$ cat src/rtl/ctxflag_pkg.sv
package ctxflag_pkg;
    localparam int NUM_CTX   = 3;
    localparam int RET_DEPTH = 2;
    localparam int MODE_W    = 2;

    typedef enum logic [MODE_W-1:0] {
        CTX_NORM = 2'd0,
        CTX_IRQ  = 2'd1,
        CTX_NMI  = 2'd2
    } ctx_e;

    typedef struct packed {
        logic c;
        logic z;
    } flags_t;
endpackage

$ cat src/rtl/ctx_tracker.sv
module ctx_tracker
    import ctxflag_pkg::*;
#(
    parameter int DEPTH = RET_DEPTH
) (
    input  logic clk,
    input  logic rst_n,
    input  logic irq_take,
    input  logic nmi_take,
    input  logic reti,
    output ctx_e mode_o
);
    localparam int CW = $clog2(DEPTH + 1);
    localparam int IW = (DEPTH > 1) ? $clog2(DEPTH) : 1;

    typedef struct packed {
        logic [MODE_W-1:0]            mode;
        logic [DEPTH-1:0][MODE_W-1:0] rec;
        logic [CW-1:0]                cnt;
    } trk_t;

    trk_t s_d, s_q;

    always_comb begin
        s_d = s_q;
        if (nmi_take && s_q.mode != CTX_NMI) begin
            // enter non-maskable service, remember interrupted context
            if (s_q.cnt < CW'(DEPTH)) begin
                s_d.rec[IW'(s_q.cnt)] = s_q.mode;
                s_d.cnt               = s_q.cnt + 1'b1;
            end
            s_d.mode = CTX_NMI;
        end else if (reti) begin
            if (s_q.mode != CTX_NORM) begin
                if (s_q.cnt == '0) begin
                    s_d.mode = CTX_NORM;
                end else begin
                    s_d.mode = s_q.rec[IW'(s_q.cnt - 1'b1)];
                    s_d.cnt  = s_q.cnt - 1'b1;
                end
            end
        end else if (irq_take && s_q.mode == CTX_NORM) begin
            s_d.rec[IW'(s_q.cnt)] = s_q.mode;
            s_d.cnt               = s_q.cnt + 1'b1;
            s_d.mode              = CTX_IRQ;
        end
    end

    always_ff @(posedge clk or negedge rst_n) begin
        if (!rst_n) begin
            s_q.mode <= CTX_NMI;
            s_q.rec  <= '0;
            s_q.cnt  <= '0;
        end else begin
            s_q <= s_d;
        end
    end

    assign mode_o = ctx_e'(s_q.mode);

    a_r5_irq_from_norm: assert property (@(posedge clk) disable iff (!rst_n)
        (mode_o == CTX_NORM && irq_take && !nmi_take && !reti) |=> mode_o == CTX_IRQ);

    a_r5_irq_ignored: assert property (@(posedge clk) disable iff (!rst_n)
        (mode_o != CTX_NORM && !nmi_take && !reti) |=> mode_o == $past(mode_o));

    a_r6_nmi_entry: assert property (@(posedge clk) disable iff (!rst_n)
        (nmi_take && mode_o != CTX_NMI) |=> mode_o == CTX_NMI);

    a_r8_reti_in_norm: assert property (@(posedge clk) disable iff (!rst_n)
        (mode_o == CTX_NORM && reti && !nmi_take) |=> mode_o == CTX_NORM);

    a_r11_nmi_beats_reti: assert property (@(posedge clk) disable iff (!rst_n)
        (mode_o == CTX_IRQ && reti && nmi_take) |=> mode_o == CTX_NMI);

    a_r7_depth_bound: assert property (@(posedge clk) disable iff (!rst_n)
        s_q.cnt <= CW'(DEPTH));
endmodule

$ cat src/rtl/flag_pair.sv
module flag_pair
    import ctxflag_pkg::*;
(
    input  logic clk,
    input  logic rst_n,
    input  logic c_we,
    input  logic c_val,
    input  logic z_we,
    input  logic z_val,
    output logic c_o,
    output logic z_o
);
    flags_t f_d, f_q;

    always_comb begin
        f_d = f_q;
        if (c_we) f_d.c = c_val;
        if (z_we) f_d.z = z_val;
    end

    always_ff @(posedge clk or negedge rst_n) begin
        if (!rst_n) f_q <= '0;
        else        f_q <= f_d;
    end

    assign c_o = f_q.c;
    assign z_o = f_q.z;

    a_r2_carry_load: assert property (@(posedge clk) disable iff (!rst_n)
        c_we |=> c_o == $past(c_val));

    a_r4_zero_load: assert property (@(posedge clk) disable iff (!rst_n)
        z_we |=> z_o == $past(z_val));

    a_r9_pair_holds: assert property (@(posedge clk) disable iff (!rst_n)
        (!c_we && !z_we) |=> ($stable(c_o) && $stable(z_o)));
endmodule

$ cat src/rtl/ctx_flag_bank.sv
module ctx_flag_bank
    import ctxflag_pkg::*;
(
    input  logic       clk,
    input  logic       rst_n,
    input  logic       alu_carry,
    input  logic       alu_zero,
    input  logic       bit_val,
    input  logic       carry_we,
    input  logic       carry_from_bit,
    input  logic       zero_we,
    input  logic       irq_take,
    input  logic       nmi_take,
    input  logic       reti,
    output logic       carry_o,
    output logic       zero_o,
    output logic [1:0] mode_o
);
    ctx_e               mode;
    logic [MODE_W-1:0]  mode_w;
    logic               carry_src;
    logic [NUM_CTX-1:0] c_we_vec, z_we_vec, c_vec, z_vec;

    ctx_tracker #(.DEPTH(RET_DEPTH)) u_trk (
        .clk      (clk),
        .rst_n    (rst_n),
        .irq_take (irq_take),
        .nmi_take (nmi_take),
        .reti     (reti),
        .mode_o   (mode)
    );

    assign mode_w    = mode;
    assign carry_src = carry_from_bit ? bit_val : alu_carry;

    for (genvar k = 0; k < NUM_CTX; k++) begin : g_bank
        assign c_we_vec[k] = carry_we && (mode_w == MODE_W'(k));
        assign z_we_vec[k] = zero_we  && (mode_w == MODE_W'(k));

        flag_pair u_pair (
            .clk   (clk),
            .rst_n (rst_n),
            .c_we  (c_we_vec[k]),
            .c_val (carry_src),
            .z_we  (z_we_vec[k]),
            .z_val (alu_zero),
            .c_o   (c_vec[k]),
            .z_o   (z_vec[k])
        );
    end

    always_comb begin
        carry_o = 1'b0;
        zero_o  = 1'b0;
        for (int k = 0; k < NUM_CTX; k++) begin
            if (mode_w == MODE_W'(k)) begin
                carry_o = c_vec[k];
                zero_o  = z_vec[k];
            end
        end
    end

    assign mode_o = mode_w;

    a_r10_one_bank_written: assert property (@(posedge clk) disable iff (!rst_n)
        $onehot0(c_we_vec) && $onehot0(z_we_vec));

    a_r1_mode_legal: assert property (@(posedge clk) disable iff (!rst_n)
        mode_o != 2'd3);
endmodule

$ cat config.mk
export PLATFORM = sky130hd
export DESIGN_NAME = ctx_flag_bank
export DESIGN_NICKNAME = d
export VERILOG_FILES = /design/src/rtl/ctxflag_pkg.sv /design/src/rtl/ctx_tracker.sv /design/src/rtl/flag_pair.sv /design/src/rtl/ctx_flag_bank.sv
export SDC_FILE = /design/constraint.sdc
export NUM_CORES = 1
export LEC_CHECK = 0
export ABC_AREA = 1
export CORE_UTILIZATION = 39
export CTS_CLUSTER_DIAMETER = 60
export CTS_CLUSTER_SIZE = 25
export DETAILED_ROUTE_END_ITERATION = 12
export PLACE_DENSITY = 0.67
export SKIP_CTS_REPAIR_TIMING = 1
export SLEW_MARGIN = 20
export SYNTH_ARGS = -nofsm -noshare
export SYNTH_HDL_FRONTEND = slang
export SYNTH_HIERARCHICAL = 1
export SYNTH_SLANG_ARGS = --single-unit
$ cat constraint.sdc
create_clock -name clk -period 1.4 [get_ports clk]
set_input_delay 0.28 -clock clk [delete_from_list [all_inputs] [get_ports clk]]
set_output_delay 0.28 -clock clk [all_outputs]
set_load 0.005 [all_outputs]
---- Word-level counts from Yosys, hierarchy flattened ----
Index checks and enable logic that the tools add are counted.
word-level totals
  flip-flop bits (word level) ............. 14
  input bits .............................. 11
operators by class
  add/sub/neg operators ................... 2
  $lt $le $gt $ge ......................... 4
  equal/unequal tests ..................... 7
  multiplexer cells ....................... 22
  reduce and logical (&&, ||, !) cells .... 17
operators by type and width
  cell                   count
  $mux W2                9
  $mux W8                2
  $logic_and A1 B1 Y1    9
  $mux W1                7
  $mux W6                1
  $bwmux W4              1
  $logic_not A2 Y1       2
  $lt A1 B2 Y1 const B   2
  $mux W4                1
  $ne A2 B2 Y1 const B   2
  $reduce_and A4 Y1      1
  $reduce_bool A2 Y1     2
  $ne A3 B1 Y1 const B   1
  $ne A3 B2 Y1 const B   1
  $reduce_and A3 Y1      1
  $reduce_bool A3 Y1     1
  $add A2 B1 Y2 const B  1
  $demux W2 S1           1
  $eq A2 B1 Y1 const B   1
  $eq A2 B2 Y1 const B   1
  $lt A2 B2 Y1 const B   1
  $ne A2 B1 Y1 const B   1
  $reduce_and A2 Y1      1
  $sub A2 B1 Y2 const B  1
  $ge A1 B1 Y1 const B   1

---- Longest topological paths before layout ----
  word-level depth ........................ 8
  depth in mapped cells ................... 9
  gate-level depth less buffers ........... 9

---- Hierarchy ----
The synthesis kept the hierarchy.
modules (own cells, without submodules)
  module         times used  cells an instance  area an instance (sq um)  sequential area each (sq um)
  ctx_tracker    1           72                 543.0                     201.4
  flag_pair      3           10                 80.1                      50.0
  ctx_flag_bank  1           25                 105.1                     0.0

---- Worst setup path after synthesis ----
OpenSTA, ideal clock, no wires.
  path kind ............................... register to register
  start ................................... register u_trk/s_q[0] (netlist name)
  end ..................................... register u_trk/s_q[0] (netlist name)
  library setup time ...................... 121 ps
  data arrival time ....................... 1,114 ps
  required time ........................... 1,279 ps
  path slack .............................. 165 ps
  stages on the path, launching flop included .. 9
  buffers on the path ..................... 0
  period minus slack after synthesis ...... 1,235 ps
  cells stage by stage .................... dfrtp_1 > inv_1 > ha_1 > nand2_1 > inv_1 > nand2_1 > nand2_2 > o21bai_1 > nand2_1
RTL lines
  what                line               text
  start: declaration  ctx_tracker.sv:22  trk_t s_d, s_q;

---- Final worst setup path ----
  start ................................... register, netlist name u_trk/mode_o[1]
  end ..................................... output zero_o
on the way
  longest elaborated chain between the ends .. 4
  elaborated cells between the ends (all ways) .. 6
ends and longest elaborated chain
  what                  line                 text
  $logic_not A2 Y1      ctx_flag_bank.sv:56  if (mode_w == MODE_W'(k)) begin
  $mux W1 (2 in a row)  ctx_flag_bank.sv:56
  $mux W1 *             ctx_flag_bank.sv:56
  end: declaration      ctx_flag_bank.sv:16  output logic zero_o,
Mark *: on every way between the ends. The rest lies on a longest branch, timed or not.

==> results.cfg <==
[yosys]
avgSynthCellArea_um2 = 6.99
synth_enable_flop_cells = 0
synth_top_family_by_area = simple AND/OR/NAND/NOR gates
synth_xor_area_share_pct = 0
synth_area_um2 = 888
synth-async-reset-ratio_pct = 100
synth_nets = 139
seq_area_frac_synth_pct = 39.6
synthCells = 127
yosys-top-cells-area = dfrtp_1 (37%), nand2_1 (21%), inv_1 (7.6%)
synth.most_common_cell = nand2_1
synth_fa_ha_area_share_pct = 1.41
synth_compound_area_share_pct = 3.66
netlist-cell-type-count = 20
synth_top_area_share_pct = 36.6
synth.ff_latch_count = 14
synthFlopType = dfrtp_1
synthMuxAreaShare_pct = 0
yosys.area.top_type = dfrtp_1
synthSimpleGateAreaFrac_pct = 45.2
synth_commonest_cells = nand2_1 (50), inv_1 (18), dfrtp_1 (13), nand3_1 (13), nor2_1 (7)
yosysWarningCount = 6

[floorplan]
ios = 15
die-area_um2 = 2470
die_h_um = 49.7
die_w_um = 49.7
core_um2 = 2040
row_count = 16
start_util_pct = 43.5

[final_layout]
area_growth_pct = 38.6
drive_gt1_share_pct = 24.8
nets = 170
fin_util_pct = 60.3
stdcell_count = 184
stdcell_area_um2 = 1230
antenna_cells = 0

[setup_path]
arrival_ns = 1.32
crit_fanout = 4
worst-setup-path-type = reg2out
required_ns = 1.12
regToRegSetupSlack_ns = -0.14
cp_top_family = flip-flops
crit_buf_inv = 2
critPathMaxStageDelay_ns = 0.58
startpoint_type = register
path_cells = buf_4 > nor2_4 > nand2_1 > nand3_1 > dlymetal6s2s_1
crit_path_end_kind = output port
slowest_stage = dfstp_2

[global_route]
grt-busiest-layer = met2
grt_util_met1_pct = 20.1
grt_use_total_pct = 17.8
gr-total-overflow = 0
grt_pass1_vias = 823
grt_max_degree = 15
use_met2_pct = 30.6
gr-usage-met3_pct = 4.94
antenna_found_initial = 0
grt_pass1_wl_um = 3270

[power]
ir_drop_mv = 0.939
p_leak_nw = 0.687
powerDensity_nw_per_um2 = 2010

[sta]
tightest_slew_ns = 0.224
timing.fmax_mhz = 624
fin_worst_skew_ns = 0.0120
min_period_ns = 1.60
whs_ns = 0.271
fin_crit_sh_pct = 114
timing.final.ws_setup_ns = -0.203
slew_headroom_pct = 85.1
finalMaxSlewViolations = 0
hold_viol_final = 0
rsz0062_at_grt = true
setup_viol = 10

[drt]
vias = 891
drt-total-wl_um = 2110
drt_first_pass_iters = 5
first_iter_violations = 15
drt-wirelength-per-cell_um = 11.5
post-route-drc-count = 0
vias_per_cell = 4.84
postRouteAntennaNets = 0

[worst_hold_path]
hold_path.class = in2async

[run_status]
violations = negative setup slack
status = complete, but fails checks

[clock_network]
clk_latency_ns = 0.30
clk_pin_slew_worst_paths_ns = 0.10
clk_path_buf_depth = 2
cts_num_sinks = 14
cts_tree = yes
cts-root-buf = clkbuf_4
numCtsBuffers = 3
h-tree-depth = 1

[placement]
place_inst = 175
gp_congestion = 0.816
port_buffers = 14
place_hpwl_um = 1530
dpl-instance-area_um2 = 1110

[run]
cap_viol_max_count = 0
[logic make-up (layout without fill, tap and decap cells)]
| family | Yosys count | count (layout) |
|---|---|---|
| AOI/OAI and AO/OA | 5 | 5 |
| and+or+nand+nor | 85 | 85 |
| adders and majority gates | 1 | 1 |
| DFF | 14 | 14 |
| buffers and inverters | 22 | 52 |
[power breakdown]
group,switching [mW],internal [mW]
registers,0.111,0.602
logic,0.810,0.649
clock network,0.149,0.159
[area by class of cell]
class	instances	area [um^2]
fill	212	811
tap	27	33.8
sequential	14	353
multi-input combinational	91	482
timing repair buffer	28	251
clock buffer	4	36.3
inverter	20	75.1
[metrics by stage]
step           TNS, ns  setup slack [ns]  power [mW]
2_1_floorplan        0             0.165        1.56
3_3_place_gp    -0.298            -0.121        1.97
3_5_place_dp    -0.426            -0.131        2.01
4_1_cts          -1.75            -0.464        2.32
5_1_grt          -1.86            -0.265        2.70
6_report         -1.23            -0.203        2.48
[path summary, 6_finish.rpt]
kind	start	end	depth (start not counted)
setup / recovery	u_trk/mode_o[1]	zero_o	5
hold / removal	rst_n	g_bank[0].u_pair/c_o	2
hold reg to reg	g_bank[1].u_pair/z_o	g_bank[1].u_pair/z_o	2
min in group clk	g_bank[1].u_pair/z_o	g_bank[1].u_pair/z_o	2
max in group asynchronous	rst_n	u_trk/mode_o[1]	2
setup reg to reg	u_trk/mode_o[1]	u_trk/s_q[0]	9
[sequential cells by signal, indices dropped and copies added (netlist names)]
name	flops
u_trk/s_q	6
g_bank.u_pair/c_o	3
g_bank.u_pair/z_o	3
u_trk/mode_o	2
[routing by layer]
layer	share of wire, %	vias up
li1	-	450
met1	43	409
met2	49	25
met3	4.6	7
met4	3.1	0
met5	0	-
[cell usage in the layout, fill, tap and decap left out]
cell	instances
nand2_1	49
inv_1	17
buf_4	13
nand3_1	12
dfrtp_1	12
clkdlybuf4s50_1	10
nor2_1	6
nand2_2	4
nand2_4	4
inv_2	3
clkbuf_4	3
dlymetal6s2s_1	3
nor2_4	2
nor2_2	2
nand3_4	2
o21bai_1	2
nand4_1	2
o21ai_0	1
clkbuf_8	1
clkbuf_2	1
buf_6	1
nand3_2	1
nand3b_1	1
o211ai_1	1
o21ai_1	1
ha_1	1
dfrtp_2	1
dfstp_2	1
Power figures use the tool's default switching activity.
